--- config.mk ---
export PLATFORM = sky130hd
export DESIGN_NAME = gpio_altfn_port
export DESIGN_NICKNAME = d
export VERILOG_FILES = /design/src/rtl/gpiop_pkg.sv /design/src/rtl/gpiop_regs.sv /design/src/rtl/gpiop_fn_sel.sv /design/src/rtl/gpiop_pin_drv.sv /design/src/rtl/gpio_altfn_port.sv
export SDC_FILE = /design/constraint.sdc
export NUM_CORES = 1
export LEC_CHECK = 0
export BUFFER_PORTS_ARGS = -buffer_cell sky130_fd_sc_hd__buf_4
export CORE_MARGIN = 5
export CORE_UTILIZATION = 35
export DETAILED_ROUTE_END_ITERATION = 6
export HOLD_SLACK_MARGIN = 0.12
export PLACE_DENSITY = 0.71
export SYNTH_ARGS = -nofsm -noshare
export SYNTH_HDL_FRONTEND = slang
export SYNTH_SLANG_ARGS = --single-unit
--- constraint.sdc ---
create_clock -name clk -period 1.21 [get_ports clk]
set_clock_uncertainty 0.1 [all_clocks]
set_input_delay 0.121 -clock clk [delete_from_list [all_inputs] [get_ports clk]]
set_output_delay 0.121 -clock clk [all_outputs]
set_load 0.05 [all_outputs]
--- src/rtl/gpiop_pkg.sv ---
package gpiop_pkg;

    localparam int NPINS   = 7;
    localparam int NCS     = 5;
    localparam int PIN_REQ = 6;
    localparam int PIN_ACK = 5;
    localparam int PIN_RQO = 4;

    localparam logic [2:0] MODE_EXP1 = 3'd1;
    localparam logic [2:0] MODE_EXP2 = 3'd2;
    localparam logic [2:0] MODE_EXP4 = 3'd4;

    typedef enum logic [1:0] {
        FN_IO      = 2'd0,
        FN_ALT_OUT = 2'd1,
        FN_ALT_IN  = 2'd2
    } pin_fn_e;

    function automatic logic is_expanded(input logic [2:0] mode, input logic expe);
        return (mode == MODE_EXP1) || (mode == MODE_EXP2) ||
               (mode == MODE_EXP4) || expe;
    endfunction

    function automatic logic dir0_boot(input logic [2:0] mode);
        return (mode == MODE_EXP1) || (mode == MODE_EXP2);
    endfunction

endpackage

--- src/rtl/gpiop_regs.sv ---
module gpiop_regs #(
    parameter int NPINS = 7
) (
    input  logic             clk,
    input  logic             rst_n,
    input  logic             boot_dir0,
    input  logic             wr_en,
    input  logic             wr_sel,
    input  logic [7:0]       wr_data,
    output logic [NPINS-1:0] ddr_q,
    output logic [NPINS-1:0] dr_q
);

    always_ff @(posedge clk) begin
        if (!rst_n) begin
            ddr_q <= {{(NPINS-1){1'b0}}, boot_dir0};
            dr_q  <= '0;
        end else if (wr_en) begin
            if (wr_sel) ddr_q <= wr_data[NPINS-1:0];
            else        dr_q  <= wr_data[NPINS-1:0];
        end
    end

    logic seen_reset;
    always_ff @(posedge clk) begin
        if (!rst_n) seen_reset <= 1'b1;
        else if (seen_reset === 1'bx) seen_reset <= 1'b0;
    end

    // right after reset, upper direction bits and data are clear
    a_r1_reset_clears: assert property (@(posedge clk) disable iff (!rst_n)
        (seen_reset === 1'b1 && $past(!rst_n)) |->
            (ddr_q[NPINS-1:1] == '0 && dr_q == '0));

    // a data write lands at the next edge
    a_r4_data_next_edge: assert property (@(posedge clk) disable iff (!rst_n)
        (seen_reset === 1'b1 && $past(rst_n) && $past(wr_en) && !$past(wr_sel)) |->
            (dr_q == $past(wr_data[NPINS-1:0])));

endmodule

--- src/rtl/gpiop_fn_sel.sv ---
module gpiop_fn_sel
    import gpiop_pkg::*;
#(
    parameter int NP  = 7,
    parameter int NCSP = 4
) (
    input  logic                 ext,
    input  logic                 busarb_en,
    input  logic                 reqo_en,
    input  logic [NCSP:0]        cs_en,
    input  logic [NP-1:0]        ddr,
    output pin_fn_e [NP-1:0]     fn_o
);

    // pins 6/5: arbitration request input and acknowledge output
    always_comb begin
        fn_o[PIN_REQ] = (ext && busarb_en) ? FN_ALT_IN  : FN_IO;
        fn_o[PIN_ACK] = (ext && busarb_en) ? FN_ALT_OUT : FN_IO;
    end

    // pin 4: request-out wins over chip select 7
    always_comb begin
        if (ext && reqo_en)
            fn_o[PIN_RQO] = FN_ALT_OUT;
        else if (ext && cs_en[NCSP])
            fn_o[PIN_RQO] = ddr[PIN_RQO] ? FN_ALT_OUT : FN_ALT_IN;
        else
            fn_o[PIN_RQO] = FN_IO;
    end

    // pins 3..0: chip selects, direction bit chooses drive vs input
    for (genvar k = 0; k < NCSP; k++) begin : g_cs
        always_comb begin
            if (ext && cs_en[k])
                fn_o[k] = ddr[k] ? FN_ALT_OUT : FN_ALT_IN;
            else
                fn_o[k] = FN_IO;
        end
    end

endmodule

--- src/rtl/gpiop_pin_drv.sv ---
module gpiop_pin_drv
    import gpiop_pkg::*;
#(
    parameter int NP = 7
) (
    input  pin_fn_e [NP-1:0] fn,
    input  logic [NP-1:0]    ddr,
    input  logic [NP-1:0]    dr,
    input  logic [NP-1:0]    alt_val,
    input  logic [NP-1:0]    pin_i,
    output logic [NP-1:0]    pin_o,
    output logic [NP-1:0]    pin_oe_o,
    output logic [NP-1:0]    rd_bits
);

    for (genvar i = 0; i < NP; i++) begin : g_pin
        always_comb begin
            unique case (fn[i])
                FN_IO: begin
                    pin_oe_o[i] = ddr[i];
                    pin_o[i]    = dr[i];
                    rd_bits[i]  = ddr[i] ? dr[i] : pin_i[i];
                end
                FN_ALT_OUT: begin
                    pin_oe_o[i] = 1'b1;
                    pin_o[i]    = alt_val[i];
                    rd_bits[i]  = pin_i[i];
                end
                FN_ALT_IN: begin
                    pin_oe_o[i] = 1'b0;
                    pin_o[i]    = 1'b0;
                    rd_bits[i]  = pin_i[i];
                end
                default: begin
                    pin_oe_o[i] = 1'b0;
                    pin_o[i]    = 1'b0;
                    rd_bits[i]  = pin_i[i];
                end
            endcase
        end
    end

endmodule

--- src/rtl/gpio_altfn_port.sv ---
module gpio_altfn_port
    import gpiop_pkg::*;
(
    input  logic             clk,
    input  logic             rst_n,
    input  logic [2:0]       mode_i,
    input  logic             expe_i,
    input  logic             wr_en_i,
    input  logic             wr_sel_i,
    input  logic [7:0]       wr_data_i,
    input  logic             rd_sel_i,
    output logic [7:0]       rd_data_o,
    input  logic             busarb_en_i,
    input  logic             reqo_en_i,
    input  logic [NCS-1:0]   cs_en_i,
    input  logic [NCS-1:0]   cs_n_i,
    input  logic             back_n_i,
    input  logic             breqo_n_i,
    output logic             breq_n_o,
    input  logic [NPINS-1:0] pin_i,
    output logic [NPINS-1:0] pin_o,
    output logic [NPINS-1:0] pin_oe_o
);

    localparam int NCSP = NCS - 1;

    logic             ext;
    logic [NPINS-1:0] ddr_q, dr_q, alt_val, rd_bits;
    pin_fn_e [NPINS-1:0] fn;

    assign ext = is_expanded(mode_i, expe_i);

    gpiop_regs #(.NPINS(NPINS)) u_regs (
        .clk       (clk),
        .rst_n     (rst_n),
        .boot_dir0 (dir0_boot(mode_i)),
        .wr_en     (wr_en_i),
        .wr_sel    (wr_sel_i),
        .wr_data   (wr_data_i),
        .ddr_q     (ddr_q),
        .dr_q      (dr_q)
    );

    gpiop_fn_sel #(.NP(NPINS), .NCSP(NCSP)) u_fn (
        .ext       (ext),
        .busarb_en (busarb_en_i),
        .reqo_en   (reqo_en_i),
        .cs_en     (cs_en_i),
        .ddr       (ddr_q),
        .fn_o      (fn)
    );

    always_comb begin
        alt_val              = '0;
        alt_val[NCSP-1:0]    = cs_n_i[NCSP-1:0];
        alt_val[PIN_RQO]     = reqo_en_i ? breqo_n_i : cs_n_i[NCSP];
        alt_val[PIN_ACK]     = back_n_i;
    end

    gpiop_pin_drv #(.NP(NPINS)) u_drv (
        .fn       (fn),
        .ddr      (ddr_q),
        .dr       (dr_q),
        .alt_val  (alt_val),
        .pin_i    (pin_i),
        .pin_o    (pin_o),
        .pin_oe_o (pin_oe_o),
        .rd_bits  (rd_bits)
    );

    assign breq_n_o  = (fn[PIN_REQ] == FN_ALT_IN) ? pin_i[PIN_REQ] : 1'b1;
    assign rd_data_o = rd_sel_i ? 8'hFF : {1'b1, rd_bits};

    // without expansion every pin follows the registers
    a_r9_single_chip_plain: assert property (@(posedge clk) disable iff (!rst_n)
        !ext |-> (pin_oe_o == ddr_q && ((pin_o ^ dr_q) & ddr_q) == '0));

    // acknowledge driven and request pin released while arbitration is active
    a_r6_ack_driven: assert property (@(posedge clk) disable iff (!rst_n)
        (ext && busarb_en_i) |->
            (pin_oe_o[PIN_ACK] && pin_o[PIN_ACK] == back_n_i && !pin_oe_o[PIN_REQ]));

    // request-out overrides chip select 7
    a_r7_reqo_priority: assert property (@(posedge clk) disable iff (!rst_n)
        (ext && reqo_en_i) |-> (pin_oe_o[PIN_RQO] && pin_o[PIN_RQO] == breqo_n_i));

    // enabled chip-select pin with clear direction bit is released
    a_r8_cs_input_released: assert property (@(posedge clk) disable iff (!rst_n)
        (ext && cs_en_i[0] && !ddr_q[0]) |-> !pin_oe_o[0]);

    // direction reads as all ones
    a_r2_dir_reads_ones: assert property (@(posedge clk) disable iff (!rst_n)
        rd_sel_i |-> (rd_data_o == 8'hFF));

endmodule

======== Word level (Yosys, flattened, before mapping) ========
Cells that the tools add are included.
cells by class
  equality and inequality tests ........... 13
  reductions and logical operators ........ 20
  mux-type cells .......................... 47
  add/subtract/negate cells ............... 0
  bitwise gates (word level) .............. 1
  shift operators ......................... 0
  order comparisons ....................... 0
  multipliers ............................. 0
  divide/modulo/power cells ............... 0
operator list
  cell                                                                    number
  1-bit one-hot mux with 2 select lines                                   13
  2-bit 2-to-1 mux                                                        12
  1-bit 2-to-1 mux                                                        21
  2-bit zero test                                                         7
  2-bit by 1-bit equality test with 1-bit output (second input constant)  6
  1-bit logical AND                                                       7
  7-bit 2-to-1 mux                                                        1
  2-bit AND reduction                                                     3
  2-bit by 1-bit != test with 1-bit output (second input constant)        2
  3-bit by 1-bit equality test with 1-bit output (second input constant)  1
  3-bit by 2-bit equality test with 1-bit output (second input constant)  1
  3-bit equality test (second input constant)                             1
  1-bit logical OR                                                        3
  2-bit equality test (second input constant)                             1
  1-bit equality test (second input constant)                             1
  1-bit inverter                                                          1
word-level totals
  register bits ........................... 14
  output and inout bits ................... 23
  RAM bits ................................ 0
  bits in read-only memories .............. 0
  memories ................................ 0
  latch bits .............................. 0
  logic and storage cells ................. 84
  bits of input ports ..................... 38

======== Depth between registers and ports, before layout ========
Gate-level depths: netlist of the first run.
  depth after elaboration ................. 10
  depth in mapped cells ................... 5
  depth with buffers taken out ............ 4

======== Cells and area by module ========
Synthesis of the first run repeated with hierarchy kept, for this count alone.
unflattened totals
  cells, all modules ...................... 137
  area, all modules ....................... 1117.3 sq um
by module, submodules not included
  module           cells an instance  times used  area each (sq um)
  gpiop_regs       56                 1           559.3
  gpiop_pin_drv    42                 1           315.3
  gpiop_fn_sel     21                 1           125.1
  gpio_altfn_port  18                 1           117.6

======== Worst setup path after synthesis of the first run ========
No wires, ideal clock.
  kind .................................... in2out
  from .................................... input mode_i[1]
  to ...................................... output rd_data_o[6]
  cell stages on the path ................. 4
  path buffers ............................ 0
  data arrival time ....................... 2.139 ns
  setup slack ............................. -1.150 ns
  path through ............................ xor2_1 a211o_2 a21boi_2 mux2i_1
between the ends
  word-level cells in the longest chain between the ends .. 9
  elaborated cells between the ends (all ways) .. 11
ends and longest elaborated chain
  element                                                                                                                  RTL line               text
  from (decl)                                                                                                              gpio_altfn_port.sv:6   input logic [2:0] mode_i,
  3-bit by 1-bit equality test with 1-bit output / 3-bit by 2-bit equality test with 1-bit output (equally long branches)  gpiop_pkg.sv:20        return (mode == MODE_EXP1) || (mode == MODE_EXP2) ||
  1-bit logical OR                                                                                                         gpiop_pkg.sv:20
  1-bit logical OR (*)                                                                                                     gpiop_pkg.sv:20
  1-bit logical OR (*)                                                                                                     gpiop_pkg.sv:21        (mode == MODE_EXP4) || expe;
  1-bit logical AND (*)                                                                                                    gpiop_fn_sel.sv:17     fn_o[PIN_REQ] = (ext && busarb_en) ? FN_ALT_IN : FN_IO;
  2-bit 2-to-1 mux (*)                                                                                                     gpiop_fn_sel.sv:17
  2-bit zero test (*)                                                                                                      gpiop_pin_drv.sv:18    unique case (fn[i])
  1-bit 2-to-1 mux (*)                                                                                                     gpiop_pin_drv.sv:18
  7-bit 2-to-1 mux (*)                                                                                                     gpio_altfn_port.sv:72  assign rd_data_o = rd_sel_i ? 8'hFF : {1'b1, rd_bits};
  to (decl)                                                                                                                gpio_altfn_port.sv:12  output logic [7:0] rd_data_o,
Mark *: on every way between the ends. The rest lies on a longest branch, timed or not.

======== Final worst setup path of the first run ========
  from .................................... input mode_i[0]
  to ...................................... output rd_data_o[6]
Same word-level chain as after synthesis.

==> results.md, run 1 <==
- The part of the power in the clock network is 0.182.
- The final reports fail on negative setup slack.
- Setup repair after global routing could not meet its margin everywhere.
- Prior to clock tree synthesis, the placed netlist has a worst setup slack of -543 ps.
- STA puts the critical path data arrival time at roughly 1400 ps.
- The part of the cycle the worst path needs is 1.36.
- The floorplan has 19 rows.
- The gate count after technology mapping is approximately 130.
- The post-synth design cell area is approximately 950 um^2.
- On the worst path, the slowest cell contributes a delay of 380 ps.
- The Yosys step of the flow raised 0 warnings.
- The kind of cell adding the most delay to the critical path is compound AO/OA/AOI/OAI gates.
- The fraction of power consumed by combinational cells is 0.483.
- The number of buffers and inverters on the critical path is 2.
- The run finished, with violations left.
- The critical path goes through buf_12, xor2_4, a211o_4, a21boi_4, mux2i_4, buf_6.
- The total overflow left after global routing is 0.
- The total stage count of the critical path is 6.
- STA classifies the critical path startpoint as an input pin.
- The number of buffer cells added on primary ports is 58.
- The achievable clock frequency is about 600 MHz.
- The count of antenna diodes in the layout is 0.
- Averaged over all synthesized cells, the footprint is a little over 7 um^2.
- Entering global routing, the biggest net connects 17 pins.
- The max-slew violation count came to 0.
- Counting flops and latches in the post-synthesis netlist gives 14.
- The growth of design area from synthesis to finish is 102%.
- The analysis attributes to cell leakage a power of between 0.8 and 0.9 nW.
- Sorting the synthesized cells by area gives the leading types as sky130_fd_sc_hd__dfxtp_1 (27%), sky130_fd_sc_hd__nand2_1 (13%), sky130_fd_sc_hd__a21boi_0 (10%).
- The cell depth of the worst min-delay path is 5.
- The CTS tree is done.
- The clock net in this run drives a total of 14 sinks.
- The area enclosed by the die boundary is between 0.003 and 0.004 mm^2.
- The number of violations of the max-capacitance limit is 0.
- The first routing iteration left 33 violations.
- After synthesis, the share of flip-flops with an asynchronous set or reset is 0.
- The post-synthesis cell type with the largest combined area is sky130_fd_sc_hd__dfxtp_1.
- The slowest stage of the critical path belongs to the cell sky130_fd_sc_hd__a211o_4.
- The pre-antenna-repair detailed-routing pass consisted of 4 iterations.
- Yosys mapped a number of flops with a built-in enable equal to 1.
- The number of H-tree branching levels is 1.
- Clock tree synthesis selected as its root buffer the cell sky130_fd_sc_hd__clkbuf_4.
- The die width is a little over 60 um.
- The sequential share of power is 0.335.
- In this run the remaining antenna-violating nets after routing total 0.
- The worst setup path is captured at an output port.
- The maximum buffer depth of the clock tree is 2.
- The final wirelength is between 3000 and 4000 um.
- For this run, design rule violations remaining after detail routing come to 0.
- The routed via count divided by cell count is 4.97.
- The total number of vias is between 1000 and 1500.
- After synthesis, the netlist uses 31 different library cells.
- Data on the critical path is required at its endpoint by between 900 and 1000 ps.
- Measured along the y axis, the die boundary spans approximately 62 um.
- The number of cells on the worst reg-to-reg path is 3.
- In this run the power spent charging and discharging nets is roughly 0.55 mW.
- In the final layout, the share of cells above drive strength 1 is 0.526.
- The number of buffers inserted during clock tree synthesis is 3.
- Across every metal layer, demand over resource in global routing totals 0.181.
- The core region is approximately 0.0027 mm^2.
- The average routed wire per standard cell is 14.2 um.
- The most used flip-flop cell after synthesis is sky130_fd_sc_hd__dfxtp_1.
- The worst hold path belongs to the class input pin to flop.
- The net count of the mapped netlist is between 150 and 200.
- Of the post-synthesis cell area, the dominant cell type holds 0.273.
- The number of top-level pins is approximately 60.
- The first global-routing pass estimated a little under 6000 um of wire.
- In the post-route analysis, the smallest setup slack over all paths is -431 ps.
- The final count of hold timing violations is 0.
- The switching share of total power is 0.364.
- The internal power of the cells totals about 0.97 mW.
- The clock period minus final worst setup slack is roughly 1600 ps.
- The power per cell area is roughly 790 mW/mm^2.
- The via count of the first global-routing pass is around 1300.
- The initial antenna violation count is 0.
- Of the synthesized area, sequential elements account for 0.305.
- The later pin in the worst-skew pair is clocked with a latency of ~280 ps.
- Clock-pin slew was measured on the worst setup and hold paths at 90 ps.
- Setup violations remaining at the end of the flow were counted as 19.
- After filler insertion, the fill cell instance count of the layout stands at ~220.
- The worst slack on hold paths is approximately 180 ps.
- The largest vdd supply drop is approximately 0.61 mV.
- The post-layout net count is 250.
- The HPWL after detailed placement is 2510 um.
- Routability-driven placement finished with a final weighted congestion of approximately 0.80.
- The critical path class is input pin to output port.
- Along the worst path, the maximum fanout reaches 6.
- The initial core utilization is 0.354.
[cell usage in the layout (no fill, tap or decap), types with 2 or more instances in the layout]
master                          count
sky130_fd_sc_hd__a221o_2            2
sky130_fd_sc_hd__nor2_1             3
sky130_fd_sc_hd__o21ai_0            4
sky130_fd_sc_hd__o21ai_1            6
sky130_fd_sc_hd__and2_1             2
sky130_fd_sc_hd__a211o_2            4
sky130_fd_sc_hd__clkbuf_4           3
sky130_fd_sc_hd__dfxtp_1           10
sky130_fd_sc_hd__buf_8              9
sky130_fd_sc_hd__a21boi_0          13
sky130_fd_sc_hd__dfxtp_2            3
sky130_fd_sc_hd__nand2_1           29
sky130_fd_sc_hd__a21oi_2            3
sky130_fd_sc_hd__nand2_4            5
sky130_fd_sc_hd__nand4_1            4
sky130_fd_sc_hd__buf_4             49
sky130_fd_sc_hd__nand3_1            7
sky130_fd_sc_hd__o21ai_2            3
sky130_fd_sc_hd__inv_1              6
sky130_fd_sc_hd__buf_6             17
sky130_fd_sc_hd__dlygate4sd3_1     10
[layout make-up]
type | count | area [um^2] | area share
Sequential cell | 14 | 294 | 0.152
Multi-Input combinational cell | 101 | 732 | 0.380
Tap cell | 31 | 38.8 | 0.0201
Timing Repair Buffer | 86 | 815 | 0.422
Clock buffer | 4 | 26.3 | 0.0136
Inverter | 6 | 22.5 | 0.0117
[registers in the layout, summed over array words and instances, names as in the netlist]
name	cells
u_regs.ddr_q	7
u_regs.dr_q	7
[metal layers]
metal / GRT usage / vias up / part of all wire
met1: 0.220 / 549 / 0.42
met4: 0.0569 / 0 / 0.0050
met5: 0 / - / 0
li1: - / 611 / -
met3: 0.0234 / 2 / 0.050
met2: 0.324 / 40 / 0.53
[final timing paths]
| check | startpoint | end | slack (ps) |
|---|---|---|---|
| max reg2reg | u_regs.ddr_q[3] | u_regs.ddr_q[3] | 330 |
| max | mode_i[0] | rd_data_o[6] | -430 |
| min | wr_sel_i | u_regs.dr_q[3] | 180 |
| min reg2reg | u_regs.ddr_q[6] | u_regs.ddr_q[6] | 380 |
[timing repair]
action | in CTS | in global routing
setup endpoints to repair | 20 | 22
pin swaps | 10 | 3
endpoints found under the hold margin | 15 | 0
buffers inserted | 1 | 2
gates resized for setup | 38 | 15
cloned | 0 | 0
hold buffers | 10 | 0
[cell families (layout without fill, tap and decap cells)]
group / Yosys count / after routing / share of synthesized area
multiplexers: 2 / 2 / 0.0223
XOR/XNOR: 1 / 1 / 0.00920
buffers and inverters: 17 / 96 / 0.0894
other: 1 / 1 / 0.00394
AO/OA/AOI/OAI: 41 / 41 / 0.306
flip-flops: 14 / 14 / 0.305
AND/OR/NAND/NOR: 56 / 56 / 0.264
[through the flow]
stage                     area (um^2)  setup TNS (ps)   util  cells  power, mW
final                            1930           -5800  0.718    242       1.52
after global routing             1930           -6680  0.718    242       1.60
after CTS                        1870           -6110  0.697    240       1.50
after detailed placement         1600           -7410  0.595    225       1.13
after global placement           1600           -7080  0.595    225       1.12
after floorplan                  1070           -2370      -    132      0.889
[tightest hold or removal path, stage by stage]
cell,delay (ps)
sky130_fd_sc_hd__buf_4,100
sky130_fd_sc_hd__nor2b_1,50
sky130_fd_sc_hd__buf_4,130
sky130_fd_sc_hd__nand2_1,50
sky130_fd_sc_hd__a21boi_0,60
[cell usage after synthesis, drive strengths merged (2+ instances only)]
cell type / n
o21ai: 13
clkbuf: 7
dfxtp: 13
nand2b: 2
a21oi: 4
nand3: 7
nand4: 4
a221o: 2
inv: 6
nand2: 34
and2: 3
a211o: 5
buf: 3
a21boi: 14
nor2: 3
[power groups by stage]
stage / clock network (mW) / registers [mW] / logic (mW)
6_report: 0.278 / 0.511 / 0.736
5_1_grt: 0.308 / 0.516 / 0.780
4_1_cts: 0.282 / 0.510 / 0.711
3_5_place_dp: 0 / 0.519 / 0.614
3_3_place_gp: 0 / 0.518 / 0.605
2_1_floorplan: 0 / 0.517 / 0.373
Note: power is estimated with default switching activity, not from simulation.
==> run 2, diff against run 1 <==
--- a/config.mk
+++ b/config.mk
@@ -13,2 +13,3 @@
 export PLACE_DENSITY = 0.71
+export SKIP_CTS_REPAIR_TIMING = 1
 export SYNTH_ARGS = -nofsm -noshare
==> constraint.sdc (replaced) <==
create_clock -name clk -period 1.21 [get_ports clk]
set_clock_uncertainty 0.1 [all_clocks]
set_input_delay 0.242 -clock clk [delete_from_list [all_inputs] [get_ports clk]]
set_output_delay 0.242 -clock clk [all_outputs]
set_load 0.05 [all_outputs]
==> run 2 against run 1 <==
  * The flow still finishes with violations (negative setup slack)
  * Critical path depth is the same
  * Final cell count shrank 1.7%
  * Sequential cell count is the same
  * Design area grew 0.52%
  * Worst hold slack lost 61 ps
  * Core utilization grew 0.37 points
  * Critical path type unchanged
  * Critical endpoint unchanged
  * Highest routed layer unchanged
==> results.md, run 2 (synthesized netlist as in run 1, its figures left out) <==
- After clock tree synthesis, the clock-pin slew on the worst setup and hold paths is about 80 ps.
- The library cells used most frequently in the layout, excluding fill and tap cells, are sky130_fd_sc_hd__buf_4 (47), sky130_fd_sc_hd__nand2_1 (29), sky130_fd_sc_hd__buf_6 (20).
- The tightest min-delay check is of the input pin to flop type.
- The first detailed-routing pass ran for 4 iterations.
- The capturing element type of the critical path is an output port.
- TritonCTS built the clock tree.
- The fraction of layout instances using a drive strength above 1 is 0.580.
- The aggregate global-route resource usage is 0.166.
- The number of endpoints failing setup at the final stage is 22.
- Once placement completed, the tool counted placed cells totaling between 200 and 250.
- The clock insertion delay at the later pin of the skew report is around 280 ps.
- The tool flagged a number of max-cap violations equal to 0.
- The worst endpoint data arrival time is ~1600 ps.
- The critical path data required time is between 800 and 900 ps.
- At the end of the flow the core is filled with cells to 0.721.
- The max-slew violation count was 0.
- During I/O placement, the number of pins put on the boundary was slightly above 60.
- The number of rows in the core area is 19.
- Setup repair after global routing could not meet its margin everywhere.
- Summed over all layers, the global routing overflow is 0.
- The final layout contains routed wiring with a total length of between 3000 and 4000 um.
- Once detail routing completed, the nets flagged for antenna violations numbered 0.
- The first global-routing pass estimated ~5400 um of wire.
- The critical path class is input pin to output port.
- The count of antenna diodes in the layout is 0.
- Across all setup checks in the final design, the least slack found is -709 ps.
- The die is 62.2 um tall.
- The count of buffers added on input and output ports is between 50 and 60.
- The maximum number of pins on one net before global-route repair is 17.
- The area occupied by multi-input gates is between 700 and 800 um^2.
- The pre-CTS setup slack is -812 ps.
- The via count of the first global-routing pass is 1212.
- Compared with the post-synthesis result, the final layout area differs by 104%.
- The die covers between 0.003 and 0.004 mm^2.
- The final count of hold timing violations is 0.
- For this configuration, the core starts out at a cell density of 0.354.
- The floorplan step defined a core boundary enclosing between 0.002 and 0.003 mm^2.
- The power per cell area is about 800 mW/mm^2.
- Routability-driven placement finished with a final weighted congestion of between 0.7 and 0.8.
- The total number of vias is around 1200.
- The number of buffers inserted during clock tree synthesis is 3.
- The checks that failed: negative setup slack.
- The worst hold path passes through 3 cells.
- The routed via count divided by cell count is between 5 and 6.
- The register area is between 200 and 300 um^2.
- The number of fill cells in the layout is between 200 and 250.
- Final hold analysis gives a worst-case slack of 124 ps.
- The final cell count without fillers is about 240.
- For this design the static power due to leakage is 0.863 nW.
- The post-detailed-route DRC marker count is 0.
- The initial antenna violation count is 0.
- In the final design database the tool counted around 250 nets.
- The clock period minus final worst setup slack is roughly 1900 ps.
- The length in cells of the worst reg-to-reg path is 3.
- The part of the cycle the worst path needs is 1.59.
- Leaving out fill and tap cells, the most frequent cell in the layout is sky130_fd_sc_hd__buf_4.
- The die is approximately 62 um wide.
- The maximum buffer depth of the clock tree is 2.
- The achievable clock frequency is approximately 520 MHz.
- In the final routed layout, each cell accounts on average for around 14 um.
- The worst setup path is launched from an input pin.
- The number of violations reported at the end of detailed-routing iteration 0 is 26.
- The largest vdd supply drop is 0.844 mV.
- CTS saw 14 sinks.
- The half-perimeter wire length of the detailed placement result is 2630 um.
- In this run the worst path has a maximum fanout of 6.
- The tree is rooted in a sky130_fd_sc_hd__clkbuf_4.
- The largest registers in the layout are u_regs.ddr_q: 7 flops, u_regs.dr_q: 7 flops.
- In this run the number of H-tree levels came out at 1.
- The run finished, with violations left.
- The design draws around 1.5 mW.
run 2: cell types whose count changed in the layout (fill, tap and decap cells not counted):
cell and change:
sky130_fd_sc_hd__o21ai_1 -4, sky130_fd_sc_hd__o21ai_2 +4, sky130_fd_sc_hd__dlygate4sd3_1 -10, sky130_fd_sc_hd__dfxtp_4 +2, sky130_fd_sc_hd__dfxtp_2 -2, sky130_fd_sc_hd__a21oi_1 +1, sky130_fd_sc_hd__buf_6 +3, sky130_fd_sc_hd__buf_8 +5
sky130_fd_sc_hd__buf_4 -2, sky130_fd_sc_hd__a21oi_2 -1
run 2: critical path: stages:
cell and delay (ps):
sky130_fd_sc_hd__buf_12 110, sky130_fd_sc_hd__xor2_4 180, sky130_fd_sc_hd__a211o_4 390, sky130_fd_sc_hd__a21boi_4 210, sky130_fd_sc_hd__mux2i_4 260, sky130_fd_sc_hd__buf_6 180
run 2: layer usage:
metal | routed length (um) | GRT usage
met1 | 1350 | 0.192
met2 | 1730 | 0.294
met3 | 210 | 0.0432
met4 | 52 | 0.0542
met5 | 0 | 0
run 2: metrics by stage:
| stage | area [um^2] | setup TNS [ps] |
|---|---|---|
| floorplan | 1070 | -6670 |
| global placement | 1650 | -11760 |
| detailed placement | 1650 | -12190 |
| CTS | 1680 | -12760 |
| global route | 1940 | -11630 |
| finish | 1940 | -10720 |
run 2: final timing paths:
kind	start	endpoint	slack, ps
worst max-delay path	mode_i[0]	rd_data_o[6]	-710
worst min-delay path	wr_data_i[2]	u_regs.dr_q[2]	120
worst max register to register	u_regs.ddr_q[2]	u_regs.ddr_q[2]	360
worst min register to register	u_regs.dr_q[6]	u_regs.dr_q[6]	410
run 2: layout make-up:
cell class / count / share of cell area
clock buffer: 4 / 0.0136
tap: 31 / 0.0200
timing repair buffer: 82 / 0.417
sequential: 14 / 0.154
multi-input combinational: 101 / 0.383
inverter: 6 / 0.0116
run 2: power breakdown:
| group | switching [mW] | total, mW | internal [mW] | leakage, nW |
|---|---|---|---|---|
| Clock | 0.153 | 0.281 | 0.128 | 0.0150 |
| Sequential | 0.0213 | 0.510 | 0.489 | 0.118 |
| Combinational | 0.390 | 0.752 | 0.363 | 0.730 |
| Total | 0.564 | 1.54 | 0.979 | 0.863 |
==> run 3, diff against run 2 <==
CORE_ASPECT_RATIO = 0.5   (was default)
CORE_MARGIN = default   (was 5)
CTS_CLUSTER_DIAMETER = 120   (was default)
==> run 3 against run 2 <==
  * First-iteration DRC count grew 110%
  * The flow still finishes with violations (negative setup slack)
  * Via count shrank 1.9%
  * Wire length grew 5.8%
  * Design area shrank 3.2%
==> results.md, run 3 (synthesized netlist as in run 1, its figures left out) <==
- The detailed router finished its first iteration with 55 violations.
- The final layout contains 240 nets.
- After routing the design area is 0.00188 mm^2.
- The max-slew violation count is 0.
- Summed over all cells, the static leakage comes to about 0.83 nW.
- The critical path data required time is 870 ps.
- The number of buffer cells added on primary ports is 58.
- The share of total power dissipated in sequential elements is 0.307.
- The final count of hold timing violations was 0.
- The achievable clock frequency is ~530 MHz.
- For the worst-skew pair, the clock arrives at the later sink with an insertion delay of 240 ps.
- The number of clock buffers added by TritonCTS is 3.
- The die width is around 76 um.
- The run finished, with violations left.
- The clock tree root buffer cell is sky130_fd_sc_hd__clkbuf_8.
- Leaving out fill and tap cells, the most frequent cells in the layout are sky130_fd_sc_hd__buf_4 (49), sky130_fd_sc_hd__nand2_1 (29), sky130_fd_sc_hd__buf_6 (18).
- Measured on the finished design, the core utilization comes to 0.786.
- The area of the core region is roughly 0.0024 mm^2.
- The critical path's largest stage delay is 400 ps.
- The total overflow left after global routing is 0.
- Setup repair after global routing could not meet its margin everywhere.
- Of the total power, the share spent switching nets is 0.342.
- The kind of cell adding the most delay to the critical path is compound AO/OA/AOI/OAI gates.
- The share of total power dissipated in the clock network is 0.267.
- The largest registers in the layout are u_regs.ddr_q: 7 flops, u_regs.dr_q: 7 flops.
- For this run, the number of standard cells in the final layout without fillers is around 240.
- The maximum number of pins on one net before global-route repair is 17.
- Along the worst path, the maximum fanout reaches 6.
- The average routed wire per standard cell is roughly 15 um.
- The maximum buffer depth of the clock tree is 2.
- Once detail routing completed, the nets flagged for antenna violations numbered 0.
- The number of top-level pins is 61.
- The worst endpoint data arrival time is 1560 ps.
- The worst slack on hold paths is approximately 160 ps.
- CTS saw 14 sinks.
- Clock-pin slew was measured on the worst setup and hold paths at ~60 ps.
- The first global-routing pass estimated 4780 um of wire.
- In the finished design, the share of the clock period the worst path needs comes to 1.57.
- The initial core utilization is 0.399.
- The area enclosed by the die boundary is ~0.0029 mm^2.
- The final reports fail on negative setup slack.
- Routability-driven placement finished with a final weighted congestion of a little under 0.8.
- After detailed routing, the number of remaining DRC violations is 0.
- The placed instances occupy a cell area of ~0.0016 mm^2.
- The fraction of layout instances using a drive strength above 1 is 0.567.
- The number of buffers and inverters on the critical path is 3.
- The power per cell area is roughly 900 mW/mm^2.
- Summed over all failing endpoints, the final setup total negative slack is -10730 ps.
- The capturing element type of the critical path is an output port.
- From synthesis to final layout, the design area changed by 97.0%.
- The number of endpoints failing setup at the final stage is 19.
- The signal on the critical path passes through buf_12, xor2_4, a211oi_4, buf_6, o21ai_2, a221o_2, buf_8.
- The height of the chip is 38.9 um.
- The half-perimeter wire length of the detailed placement result is 2560 um.
- The CTS tree is done.
- The fraction of power consumed by combinational cells is 0.425.
- The via count of the first global-routing pass was ~1000.
- The worst setup slack after layout is -694 ps.
- The count of antenna diodes in the layout is 0.
- The number of violations of the max-capacitance limit is 0.
- The cell count after placement is 230.
- The initial antenna violation count is 0.
- The slowest stage of the critical path is the sky130_fd_sc_hd__a221o_2 cell.
- In this run the power spent charging and discharging nets is 0.576 mW.
- The final wirelength is about 3500 um.
- The number of iterations in the first detailed-routing pass is 4.
- The routed via count divided by cell count is 4.95.
- In this run the number of H-tree levels came out at 1.
- The min-delay analysis places its worst path in the category input pin to flop.
- For the finished layout, the period the worst path requires is 1900 ps.
- The most frequent standard cell in the layout excluding fill and tap cells is sky130_fd_sc_hd__buf_4.
- Across the VDD grid, the largest voltage drop is roughly 0.83 mV.
- The startpoint type of the worst setup path is an input pin.
- The total number of vias is 1168.
- The floorplan has 12 rows.
- The aggregate global-route resource usage is 0.230.
- The worst setup path is of the input pin to output port kind.
- Cell internal power was estimated by the tool at between 1 and 1.5 mW.
[run 3: power by group through the flow]
| stage | logic, mW | registers [mW] | clock network (mW) |
|---|---|---|---|
| finish | 0.715 | 0.516 | 0.450 |
| global route | 0.749 | 0.518 | 0.476 |
| CTS | 0.615 | 0.516 | 0.458 |
| detailed placement | 0.614 | 0.526 | 0 |
| global placement | 0.606 | 0.524 | 0 |
| floorplan | 0.373 | 0.517 | 0 |
[run 3: metal layers]
layer / vias to the layer above / part of all wire / global-route usage
met4: 0 / 0.0071 / 0.0694
met2: 39 / 0.45 / 0.343
met1: 538 / 0.49 / 0.341
met3: 5 / 0.049 / 0.0260
met5: - / 0 / 0
li1: 586 / - / -
[run 3: cell type report]
cell class / count / area [um^2]
multi-input combinational: 101 / 742
inverter: 6 / 22.5
sequential: 14 / 302
tap: 35 / 43.8
fill: 172 / 512
clock buffer: 4 / 55.1
timing repair buffer: 76 / 711
[run 3: tightest hold or removal path, delay by kind of cell]
kind | cells | cell delay, ps
compound gates | 1 | 60
simple gates | 1 | 40
buf+inv | 1 | 110
[run 3: final timing paths]
path / cells after the start / slack, ps / endpoint / start
worst max register to register: 3 / 240 / u_regs.ddr_q[4] / u_regs.ddr_q[4]
worst min register to register: 2 / 410 / u_regs.dr_q[6] / u_regs.dr_q[6]
worst max-delay path: 7 / -690 / rd_data_o[4] / mode_i[0]
worst min-delay path: 3 / 160 / u_regs.dr_q[0] / wr_data_i[0]
[run 3: through the flow]
stage          setup slack (ps)  total power [mW]
3_5_place_dp               -795              1.14
2_1_floorplan              -813             0.889
6_report                   -694              1.68
4_1_cts                    -799              1.59
5_1_grt                    -728              1.74
3_3_place_gp               -769              1.13
